===== config.mk =====
export PLATFORM = sky130hd
export DESIGN_NAME = spim_ctrl
export DESIGN_NICKNAME = d
export VERILOG_FILES = /design/src/rtl/spim_pkg.sv /design/src/rtl/spim_prescale.sv /design/src/rtl/spim_shifter.sv /design/src/rtl/spim_ctrl.sv
export SDC_FILE = /design/constraint.sdc
export NUM_CORES = 1
export LEC_CHECK = 0
export ABC_CLOCK_PERIOD_IN_PS = 6600
export BUFFER_PORTS_ARGS = -buffer_cell sky130_fd_sc_hd__buf_4
export CAP_MARGIN = 10
export CORE_MARGIN = 3
export CORE_UTILIZATION = 35
export DETAILED_ROUTE_END_ITERATION = 8
export HOLD_SLACK_MARGIN = 0.15
export PLACE_DENSITY = 0.52
export SLEW_MARGIN = 20
export SYNTH_ARGS = -nofsm -noshare
export SYNTH_HDL_FRONTEND = slang
export SYNTH_SLANG_ARGS = --single-unit

===== constraint.sdc =====
create_clock -name clk -period 6.6 [get_ports clk]
set_input_delay 1.65 -clock clk [delete_from_list [all_inputs] [get_ports clk]]
set_output_delay 1.65 -clock clk [all_outputs]
set_load 0.01 [all_outputs]

===== src/rtl/spim_pkg.sv =====
package spim_pkg;

  localparam int unsigned WORD_W = 32;

  typedef enum logic [2:0] {
    A_MODE  = 3'd0,
    A_EVENT = 3'd1,
    A_MASK  = 3'd2,
    A_TXD   = 3'd3,
    A_RXD   = 3'd4,
    A_SSEL  = 3'd5,
    A_CAP   = 3'd6
  } spim_addr_e;

  typedef struct packed {
    logic [11:0] rsv_hi;
    logic [3:0]  div;
    logic [3:0]  rsv_mid;
    logic [3:0]  len_m1;
    logic [2:0]  rsv_lo;
    logic        loop;
    logic        msb_first;
    logic        cpol;
    logic        cpha;
    logic        en;
  } spim_mode_t;

  localparam logic [31:0] MODE_WMASK = 32'h000F_0F1F;

  function automatic logic [5:0] word_len(input logic [3:0] f);
    return (f == 4'd0) ? 6'd32 : ({2'b00, f} + 6'd1);
  endfunction

  function automatic logic [31:0] tx_extract(input logic [31:0] r,
                                             input logic [5:0] n,
                                             input logic msb);
    if (n >= 6'd17) return r;
    if (msb) return r >> (6'd32 - n);
    return r & ((32'h1 << n) - 32'h1);
  endfunction

  function automatic logic [31:0] rx_place(input logic [31:0] w,
                                           input logic [5:0] n,
                                           input logic msb);
    if (n >= 6'd17) return w;
    if (msb) return w << 16;
    return w << (6'd16 - n);
  endfunction

endpackage


===== src/rtl/spim_prescale.sv =====
module spim_prescale #(
  parameter int DIV_W = 4
) (
  input  logic             clk,
  input  logic             rst_n,
  input  logic             run,
  input  logic [DIV_W-1:0] div,
  output logic             tick
);
  logic [DIV_W-1:0] cnt_q;

  assign tick = run && (cnt_q == div);

  always_ff @(posedge clk or negedge rst_n) begin
    if (!rst_n)      cnt_q <= '0;
    else if (!run)   cnt_q <= '0;
    else if (tick)   cnt_q <= '0;
    else             cnt_q <= cnt_q + 1'b1;
  end
endmodule


===== src/rtl/spim_shifter.sv =====
module spim_shifter #(
  parameter int W  = 32,
  parameter int LW = 6
) (
  input  logic          clk,
  input  logic          rst_n,
  input  logic          start,
  input  logic          abort,
  input  logic [W-1:0]  tx_word,
  input  logic [LW-1:0] len,
  input  logic          msb,
  input  logic          cpha,
  input  logic          cpol,
  input  logic          loop,
  input  logic          miso,
  input  logic          tick,
  output logic          busy,
  output logic          done,
  output logic [W-1:0]  rx_word,
  output logic          sclk,
  output logic          mosi
);
  localparam int CW = LW + 1;
  localparam int IW = $clog2(W);

  logic [W-1:0]  txs_q, rxs_q;
  logic [CW-1:0] edge_q;
  logic          tog_q, busy_q, done_q;
  logic [IW-1:0] top_idx;
  logic          tx_bit, in_bit, lead, do_samp, do_shift, last_edge, step;

  always_comb begin
    top_idx   = IW'(len - LW'(1));
    tx_bit    = msb ? txs_q[top_idx] : txs_q[0];
    in_bit    = loop ? tx_bit : miso;
    lead      = !tog_q;
    do_samp   = cpha ? !lead : lead;
    do_shift  = cpha ? (lead && (edge_q != '0)) : !lead;
    last_edge = (edge_q == (CW'({len, 1'b0}) - CW'(1)));
    step      = busy_q && !done_q && tick;
  end

  always_ff @(posedge clk or negedge rst_n) begin
    if (!rst_n) begin
      txs_q  <= '0;
      rxs_q  <= '0;
      edge_q <= '0;
      tog_q  <= 1'b0;
      busy_q <= 1'b0;
      done_q <= 1'b0;
    end else if (abort) begin
      busy_q <= 1'b0;
      done_q <= 1'b0;
      tog_q  <= 1'b0;
      edge_q <= '0;
    end else if (done_q) begin
      done_q <= 1'b0;
      busy_q <= 1'b0;
    end else if (start && !busy_q) begin
      busy_q <= 1'b1;
      txs_q  <= tx_word;
      rxs_q  <= '0;
      tog_q  <= 1'b0;
      edge_q <= '0;
    end else if (step) begin
      tog_q  <= !tog_q;
      edge_q <= edge_q + CW'(1);
      if (do_samp) begin
        if (msb) rxs_q <= {rxs_q[W-2:0], in_bit};
        else     rxs_q <= (rxs_q >> 1) | (W'(in_bit) << top_idx);
      end
      if (do_shift) begin
        if (msb) txs_q <= txs_q << 1;
        else     txs_q <= txs_q >> 1;
      end
      if (last_edge) done_q <= 1'b1;
    end
  end

  assign busy    = busy_q;
  assign done    = done_q;
  assign rx_word = rxs_q;
  assign sclk    = cpol ^ tog_q;
  assign mosi    = busy_q && tx_bit;
endmodule


===== src/rtl/spim_ctrl.sv =====
module spim_ctrl
  import spim_pkg::*;
#(
  parameter int NSS     = 4,
  parameter int MAX_LEN = 32
) (
  input  logic           clk,
  input  logic           rst_n,
  input  logic           bus_sel,
  input  logic           bus_we,
  input  logic [2:0]     bus_addr,
  input  logic [31:0]    bus_wdata,
  output logic [31:0]    bus_rdata,
  output logic           irq,
  output logic           sclk,
  output logic           mosi,
  input  logic           miso,
  output logic [NSS-1:0] ss_n
);
  localparam int LW = 6;
  localparam logic [31:0] CAP_VAL =
    {8'h00, 8'(NSS), 7'h00, (NSS > 0), 3'h0, 5'(MAX_LEN - 1)};

  spim_mode_t     mode_q;
  logic           rx_ne_q, tx_nf_q, irq_en_q;
  logic [31:0]    rxd_q;
  logic [NSS-1:0] ss_q;

  logic           wr, start, busy, done, tick, abort;
  logic [LW-1:0]  len;
  logic [31:0]    tx_word, rx_word;

  assign wr    = bus_sel && bus_we;
  assign abort = !mode_q.en;
  assign len   = word_len(mode_q.len_m1);
  assign start = wr && (bus_addr == A_TXD) && mode_q.en && !busy;
  assign tx_word = tx_extract(bus_wdata, len, mode_q.msb_first);

  spim_prescale #(.DIV_W(4)) u_pre (
    .clk  (clk),
    .rst_n(rst_n),
    .run  (busy && !done),
    .div  (mode_q.div),
    .tick (tick)
  );

  spim_shifter #(.W(WORD_W), .LW(LW)) u_shf (
    .clk    (clk),
    .rst_n  (rst_n),
    .start  (start),
    .abort  (abort),
    .tx_word(tx_word),
    .len    (len),
    .msb    (mode_q.msb_first),
    .cpha   (mode_q.cpha),
    .cpol   (mode_q.cpol),
    .loop   (mode_q.loop),
    .miso   (miso),
    .tick   (tick),
    .busy   (busy),
    .done   (done),
    .rx_word(rx_word),
    .sclk   (sclk),
    .mosi   (mosi)
  );

  always_ff @(posedge clk or negedge rst_n) begin
    if (!rst_n) begin
      mode_q   <= '0;
      rx_ne_q  <= 1'b0;
      tx_nf_q  <= 1'b1;
      irq_en_q <= 1'b0;
      rxd_q    <= '0;
      ss_q     <= '1;
    end else begin
      if (wr && bus_addr == A_MODE) mode_q <= spim_mode_t'(bus_wdata & MODE_WMASK);
      if (wr && bus_addr == A_MASK) irq_en_q <= bus_wdata[0];
      if (wr && bus_addr == A_SSEL) ss_q <= bus_wdata[NSS-1:0];
      if (wr && bus_addr == A_EVENT) begin
        if (bus_wdata[0]) rx_ne_q <= 1'b0;
        if (bus_wdata[1]) tx_nf_q <= 1'b0;
      end
      if (start) tx_nf_q <= 1'b0;
      if (abort && busy) tx_nf_q <= 1'b1;
      if (done && !abort) begin
        rx_ne_q <= 1'b1;
        tx_nf_q <= 1'b1;
        rxd_q   <= rx_place(rx_word, len, mode_q.msb_first);
      end
    end
  end

  always_comb begin
    case (bus_addr)
      A_MODE:  bus_rdata = mode_q;
      A_EVENT: bus_rdata = {30'h0, tx_nf_q, rx_ne_q};
      A_MASK:  bus_rdata = {31'h0, irq_en_q};
      A_RXD:   bus_rdata = rxd_q;
      A_SSEL:  bus_rdata = 32'(ss_q);
      A_CAP:   bus_rdata = CAP_VAL;
      default: bus_rdata = '0;
    endcase
  end

  assign irq  = irq_en_q && rx_ne_q;
  assign ss_n = ss_q;
endmodule


==> impl_metrics.py, run 1 <==
metrics = {
    "route": {
        "drc": 0,
        "drt-initial-drc-count": 1304,
        "drtPass1Iterations": 5,
        "ant_nets": 0,
        "viasPerCell": 6.35,
        "vias": 12000,
        "wl_per_cell_um": 25.5,
        "finalWirelength_um": 48100,
    },
    "placement": {
        "placed_area_um2": 12400,
        "globalplace.congestion": 0.968,
        "place.port_buffers": 78,
        "hpwl_um": 34100,
        "dp_cells": 1859,
    },
    "clock_network": {
        "cts_hold_buf": 0,
        "cts_sinks": 130,
        "worst_skew_pair.late_latency_ns": 0.45,
        "postCtsSetupBuffers": 0,
        "cts.htree.levels": 4,
        "cts-resized-gates": 0,
        "clockRootBuffer": "clkbuf_16",
        "cts_tree": "done",
        "cts_buffer_depth": 2,
        "cts_buffers": 17,
        "clk_pin_slew_ns": 0.07,
    },
    "sta": {
        "finalSetupViolCount": 0,
        "final_hold_viol_count": 0,
        "finClkSkew_ns": 0.0125,
        "setup-tns-final_ns": 0,
        "period_minus_slack_ns": 6.06,
        "slew_headroom": 0.246,
        "tightest_slew_ns": 1.13,
        "drv_slew": 0,
        "fin_crit_sh": 0.917,
        "rsz0062_at_grt": "false",
        "fmax_mhz": 165,
    },
    "global_route": {
        "grt_pass1_vias": 11300,
        "grt_max_degree": 80,
        "antenna_found_initial": 0,
        "grt_pass1_wl_um": 73900,
        "overflow": 0,
        "gr-usage-all-layers": 0.270,
    },
    "power_and_ir_drop": {
        "p_leak_uw": 0.00522,
        "p_int_uw": 2660,
        "swShare": 0.509,
        "comb_power_share": 0.578,
        "ir_worst_vdd_mv": 0.251,
        "power.switching_uw": 2760,
        "seqPwrFrac": 0.247,
        "powerDensity_nw_per_um2": 418,
        "clock_power_share": 0.175,
    },
    "cells_and_area": {
        "finalNonFillerCells": 1891,
        "drive_gt1_frac": 0.152,
        "num_antenna_cells": 0,
        "multi_input_area_um2": 7700,
        "fill_cells": 3311,
        "fin_nets": 1493,
        "final_common_cell": "nand2_1",
        "most-common-layout-cells": "nand2_1 (195), a21oi_1 (124), dfrtp_1 (124), mux2i_1 (116), nor2_1 (114)",
        "syn2layout_area_growth_pct": 12.2,
        "seq_area_um2": 3260,
        "final_util": 0.405,
        "final_cell_area_um2": 13000,
    },
    "floorplanning": {
        "dieArea_um2": 35300,
        "coreArea_um2": 32000,
        "initial_utilization": 0.361,
        "die_y_um": 188,
        "die_w_um": 188,
        "num_rows": 65,
        "design.portCount": 79,
    },
    "critical_path": {
        "worstSetupEndpointType": "primary output",
        "cp.required_ns": 4.95,
        "r2r_cells": 13,
        "rrSetupSlack_ns": 1.33,
        "cp.arrival_ns": 4.41,
        "r2r-start": "mode_q[8]",
        "worstSetupPathType": "reg2out",
        "worstPathMaxFanout": 18,
        "r2r-end": "u_shf.txs_q[22]",
        "startpoint_type": "register",
    },
    "flow_run": {
        "maxCapViolations": 0,
    },
    "synthesis": {
        "yosysWarnings": 0,
        "synth_seq_area_share": 0.282,
        "async_flop_share": 1.00,
        "synth_seq_cells": 130,
        "synth_cell_types": 85,
        "synthFlopType": "dfrtp_1",
        "syn_nets": 1510,
        "syn_inst": 1460,
        "synth_edf_count": 0,
        "syn_avg_cell_area_um2": 7.92,
        "syn_area_um2": 11600,
    },
    "run_status": {
        "outcome": "finished, final reports clean",
    },
    "hold_path": {
        "holdPathStages": 2,
        "hold-path-endpoint": "rxd_q[6]",
        "hp-class": "reg2reg",
        "worstHoldStart": "rxd_q[6]",
    },
}
routing by layer:
layer,GRT usage,share of wire,vias to the layer above
li1,-,-,5388
met1,0.407,0.46,5972
met2,0.390,0.43,591
met3,0.0523,0.091,58
met4,0.0759,0.018,0
met5,0,0,-
power groups by stage:
| stage | sequential, µW | clock (µW) | combinational (µW) |
|---|---|---|---|
| 2_1_floorplan | 1130 | 0 | 2230 |
| 3_3_place_gp | 1350 | 0 | 3040 |
| 3_5_place_dp | 1340 | 0 | 3050 |
| 4_1_cts | 1320 | 966 | 3060 |
| 5_1_grt | 1360 | 995 | 3360 |
| 6_report | 1340 | 946 | 3130 |
synth_stat cells, types with 12 or more instances:
cell      number  area, µm²
buf_2         15       75.1
mux2_2        24        270
nand3_1       30        150
nor2_1       116        435
dfrtp_1      125       3130
and3_1        24        150
a311oi_1      12        105
o211ai_1      19        143
a21oi_1      124        621
mux4_2        17        383
and2_1        35        219
mux2i_1      116       1160
nor2b_1       12       75.1
buf_1         20       75.1
a221oi_1      38        333
nand2_1      196        736
a31oi_1       31        194
o21ai_0       84        420
o31ai_1       17        128
nor3_1        47        235
a211oi_1      26        195
xnor2_1       18        158
inv_1         20       75.1
clkbuf_1     102        383
registers in the layout, indices dropped and copies added (netlist names), 4 cells and up:
| register | flops |
|---|---|
| u_shf.rx_word | 32 |
| mode_q | 13 |
| ss_n | 4 |
| rxd_q | 32 |
| u_pre.cnt_q | 4 |
| u_shf.txs_q | 32 |
| u_shf.edge_q | 7 |
worst max-delay path, cell delays in order, from the launching register on:
cell and delay [ns]:
dfrtp_1 0.74, inv_1 0.26, ha_1 0.53, nand2b_1 0.30, a221oi_1 0.46, and2_1 0.43, mux4_2 0.57, a21oi_2 0.22
o221a_2 0.28, buf_4 0.14
worst max-delay path by stage:
stage	end	slack, ns	depth (start not counted)	from
after global routing	mosi	0.26	9	mode_q[8]
after global placement	mosi	1.20	9	mode_q[8]
final	mosi	0.54	9	mode_q[8]
after detailed placement	mosi	1.07	9	mode_q[8]
after floorplan	mosi	1.76	11	mode_q[8]
after CTS	mosi	0.57	9	mode_q[8]
cell families (layout without fill, tap and decap cells):
group,after synthesis,in the layout,share of synthesized area
buffers and inverters,166,162,0.0584
DFF,130,130,0.282
xor gates and xnor gates,26,26,0.0203
adders and majority gates,10,10,0.0108
and+or+nand+nor,519,519,0.211
muxes,157,157,0.157
AOI/OAI and AO/OA,452,452,0.261
stage by stage:
step	setup WS (ns)	hold WS, ns	power [µW]
CTS	0.566	0.481	5350
global placement	1.20	0.460	4390
global route	0.260	0.507	5710
finish	0.545	0.475	5420
detailed placement	1.07	0.468	4380
floorplan	1.76	0.442	3360
final cells by class:
class                   instances  share of cell area
clock inverters                 8             0.00617
well taps                     435              0.0419
clock buffers                  24              0.0379
flip-flops and latches        130               0.251
inverters                      21             0.00607
multi-input cells            1164               0.593
repair buffers                109              0.0633
No activity file was read; power rests on OpenSTA's default activity.
==> run 2, diff against run 1 <==
--- a/config.mk
+++ b/config.mk
@@ -5,6 +5,7 @@
 export SDC_FILE = /design/constraint.sdc
 export NUM_CORES = 1
 export LEC_CHECK = 0
+export ABC_AREA = 1
 export ABC_CLOCK_PERIOD_IN_PS = 6600
 export BUFFER_PORTS_ARGS = -buffer_cell sky130_fd_sc_hd__buf_4
 export CAP_MARGIN = 10
==> run 2 against run 1 <==
  * Non-clock buffer count decreased by 11
  * Global-route usage decreased by 0.74 points
  * Maximum frequency increased by 3.1%
  * Sequential power decreased by 27%
  * Sequential share of layout area increased by 0.36 points
  * First-iteration DRC count decreased by 5.2%
  * Area after synthesis decreased by 1.6%
  * Wire length decreased by 3.5%
  * Core utilization decreased by 0.30 points
==> impl_metrics.py, run 2 <==
metrics = {
    "synthesis": {
        "yosysWarnings": 0,
        "synth_cell_types": 55,
        "async_flop_share": 1.00,
        "syn_inst": 1816,
        "synthTopCellsByCount": "nand2_1 (488), o21ai_0 (243), inv_1 (177), nand3_1 (135), dfrtp_1 (125)",
        "syn_nets": 1866,
        "yosysMostFrequentCell": "nand2_1",
        "syn_avg_cell_area_um2": 6.27,
        "synth_seq_area_share": 0.286,
        "syn_area_um2": 11400,
        "synth_seq_cells": 130,
        "synthFlopType": "dfrtp_1",
        "yosys-top-cells-area": "dfrtp_1 (27%), nand2_1 (16%), o21ai_0 (11%), nand3_1 (5.9%), inv_1 (5.8%)",
        "synth_edf_count": 0,
        "synth.top_cell.area_share": 0.275,
        "synth_top_area_cell": "dfrtp_1",
    },
    "critical_path": {
        "crit_buf_inv": 4,
        "cp.arrival_ns": 4.22,
        "startpoint_type": "register",
        "rrSetupSlack_ns": 1.49,
        "worstSetupEndpointType": "primary output",
        "worstSetupPathType": "reg2out",
        "cp.required_ns": 4.95,
        "r2r_cells": 16,
        "critPathTopFamily": "simple AND/OR/NAND/NOR gates",
        "cp.depth": 14,
        "slowest_delay_ns": 0.66,
        "r2r-start": "mode_q[8]",
        "cp_slowest_cell": "nand2_4",
        "path_cells": "inv_1 -> ha_1 -> nand2_1 -> nand2_4 -> nand3_2 -> nor2_2 -> nor2_1 -> nor2_4 -> inv_2 -> buf_4 -> nand3_1 -> nand3_1 -> a21oi_1 -> buf_4",
        "r2r-end": "rxd_q[26]",
        "worstPathMaxFanout": 69,
        "worstSetupStartpoint": "mode_q[8]",
    },
    "global_route": {
        "grt_pass1_vias": 11800,
        "antenna_found_initial": 0,
        "grt_max_degree": 97,
        "grt_pass1_wl_um": 71500,
        "overflow": 0,
        "gr-usage-all-layers": 0.263,
    },
    "placement": {
        "hpwl_um": 33700,
        "dp_cells": 2228,
        "place.port_buffers": 78,
        "globalplace.congestion": 0.961,
    },
    "sta": {
        "finalSetupViolCount": 0,
        "final_hold_viol_count": 0,
        "drv_slew": 0,
        "setup-tns-final_ns": 0,
        "period_minus_slack_ns": 5.87,
        "fmax_mhz": 170,
        "rsz0062_at_grt": "false",
        "fin_crit_sh": 0.890,
        "whs_ns": 0.498,
        "finClkSkew_ns": 0.0209,
        "tightest_slew_ns": 1.08,
        "slew_headroom": 0.281,
    },
    "power_and_ir_drop": {
        "powerDensity_nw_per_um2": 356,
        "design_power_total_uw": 4550,
        "ir_worst_vdd_mv": 0.272,
        "p_leak_uw": 0.00591,
    },
    "clock_network": {
        "cts-resized-gates": 0,
        "cts_hold_buf": 0,
        "clockRootBuffer": "clkbuf_16",
        "cts_tree": "done",
        "cts_sinks": 130,
        "cts_buffer_depth": 2,
        "worst_skew_pair.late_latency_ns": 0.46,
        "postCtsSetupBuffers": 0,
        "clk_pin_slew_ns": 0.06,
        "cts.htree.levels": 4,
        "cts_buffers": 17,
    },
    "hold_path": {
        "hp-class": "reg2reg",
        "worstHoldStart": "u_shf.txs_q[29]",
        "hold-path-endpoint": "u_shf.txs_q[29]",
        "holdPathStages": 2,
    },
    "cells_and_area": {
        "drive_gt1_frac": 0.110,
        "syn2layout_area_growth_pct": 12.3,
        "finalNonFillerCells": 2260,
        "final_util": 0.402,
        "fill_cells": 3478,
        "fin_nets": 1862,
        "num_antenna_cells": 0,
        "most-common-layout-cells": "nand2_1 (486), o21ai_0 (243), inv_1 (175), nand3_1 (135), dfrtp_1 (124)",
        "final_common_cell": "nand2_1",
    },
    "floorplanning": {
        "initial_utilization": 0.358,
        "num_rows": 65,
        "die_y_um": 186,
        "dieArea_um2": 34700,
        "design.portCount": 79,
        "coreArea_um2": 31800,
        "die_w_um": 186,
    },
    "route": {
        "drc": 0,
        "drtPass1Iterations": 5,
        "ant_nets": 0,
        "drt-initial-drc-count": 1236,
        "vias": 12600,
        "finalWirelength_um": 46400,
        "wl_per_cell_um": 20.5,
        "viasPerCell": 5.59,
    },
    "run_status": {
        "outcome": "finished, final reports clean",
    },
    "flow_run": {
        "maxCapViolations": 0,
    },
}
## run 2: cell count changes after synthesis, sizes merged, moves of 33 or more
cell / before / now
a21oi: 126 / 70
nor3: 48 / 15
and2: 35 / 0
a221oi: 38 / 2
o21ai: 88 / 282
inv: 20 / 190
nand3: 30 / 141
o211ai: 19 / 52
mux2i: 116 / 3
nand2: 197 / 498
## run 2: layout make-up
type                    instances  area, µm²  area share
multi-input cells            1373       6900       0.540
flip-flops and latches        130       3260       0.255
repair buffers                 98        739      0.0578
inverters                     192        721      0.0564
well taps                     435        544      0.0426
clock buffers                  17        425      0.0333
clock inverters                15        190      0.0149
## run 2: how the worst max path moves through the flow
stage	end	slack, ns
after floorplan	bus_rdata[19]	2.21
after global placement	mosi	1.35
after detailed placement	mosi	1.26
after CTS	mosi	0.75
after global routing	mosi	0.45
final	mosi	0.73
## run 2: kinds of logic after synthesis
logic type / synth area share
flops: 0.286
fa+ha+maj: 0.0110
compound gates: 0.263
simple gates: 0.308
buf+inv: 0.109
xor+xnor: 0.0184
mux: 0.00462
## run 2: layer usage
layer  track usage  wire (µm)
met1         0.354      20400
met2         0.428      21800
met5             0          0
met3        0.0402       2600
met4        0.0974       1580
## run 2: through the flow
step / worst slack, ns / instance area [µm²]
CTS: 0.752 / 12800
finish: 0.729 / 12800
global route: 0.453 / 12800
detailed placement: 1.26 / 12200
global placement: 1.35 / 12200
floorplan: 2.21 / 11400
## run 2: tightest hold or removal path, stage by stage (launching register included)
cell,delay (ns)
dfrtp_1,0.34
nand2_1,0.05
o21ai_1,0.07
## run 2: power breakdown
| group | switching, µW | internal [µW] |
|---|---|---|
| sequential | 109 | 872 |
| clock | 449 | 577 |
| combinational | 1830 | 709 |
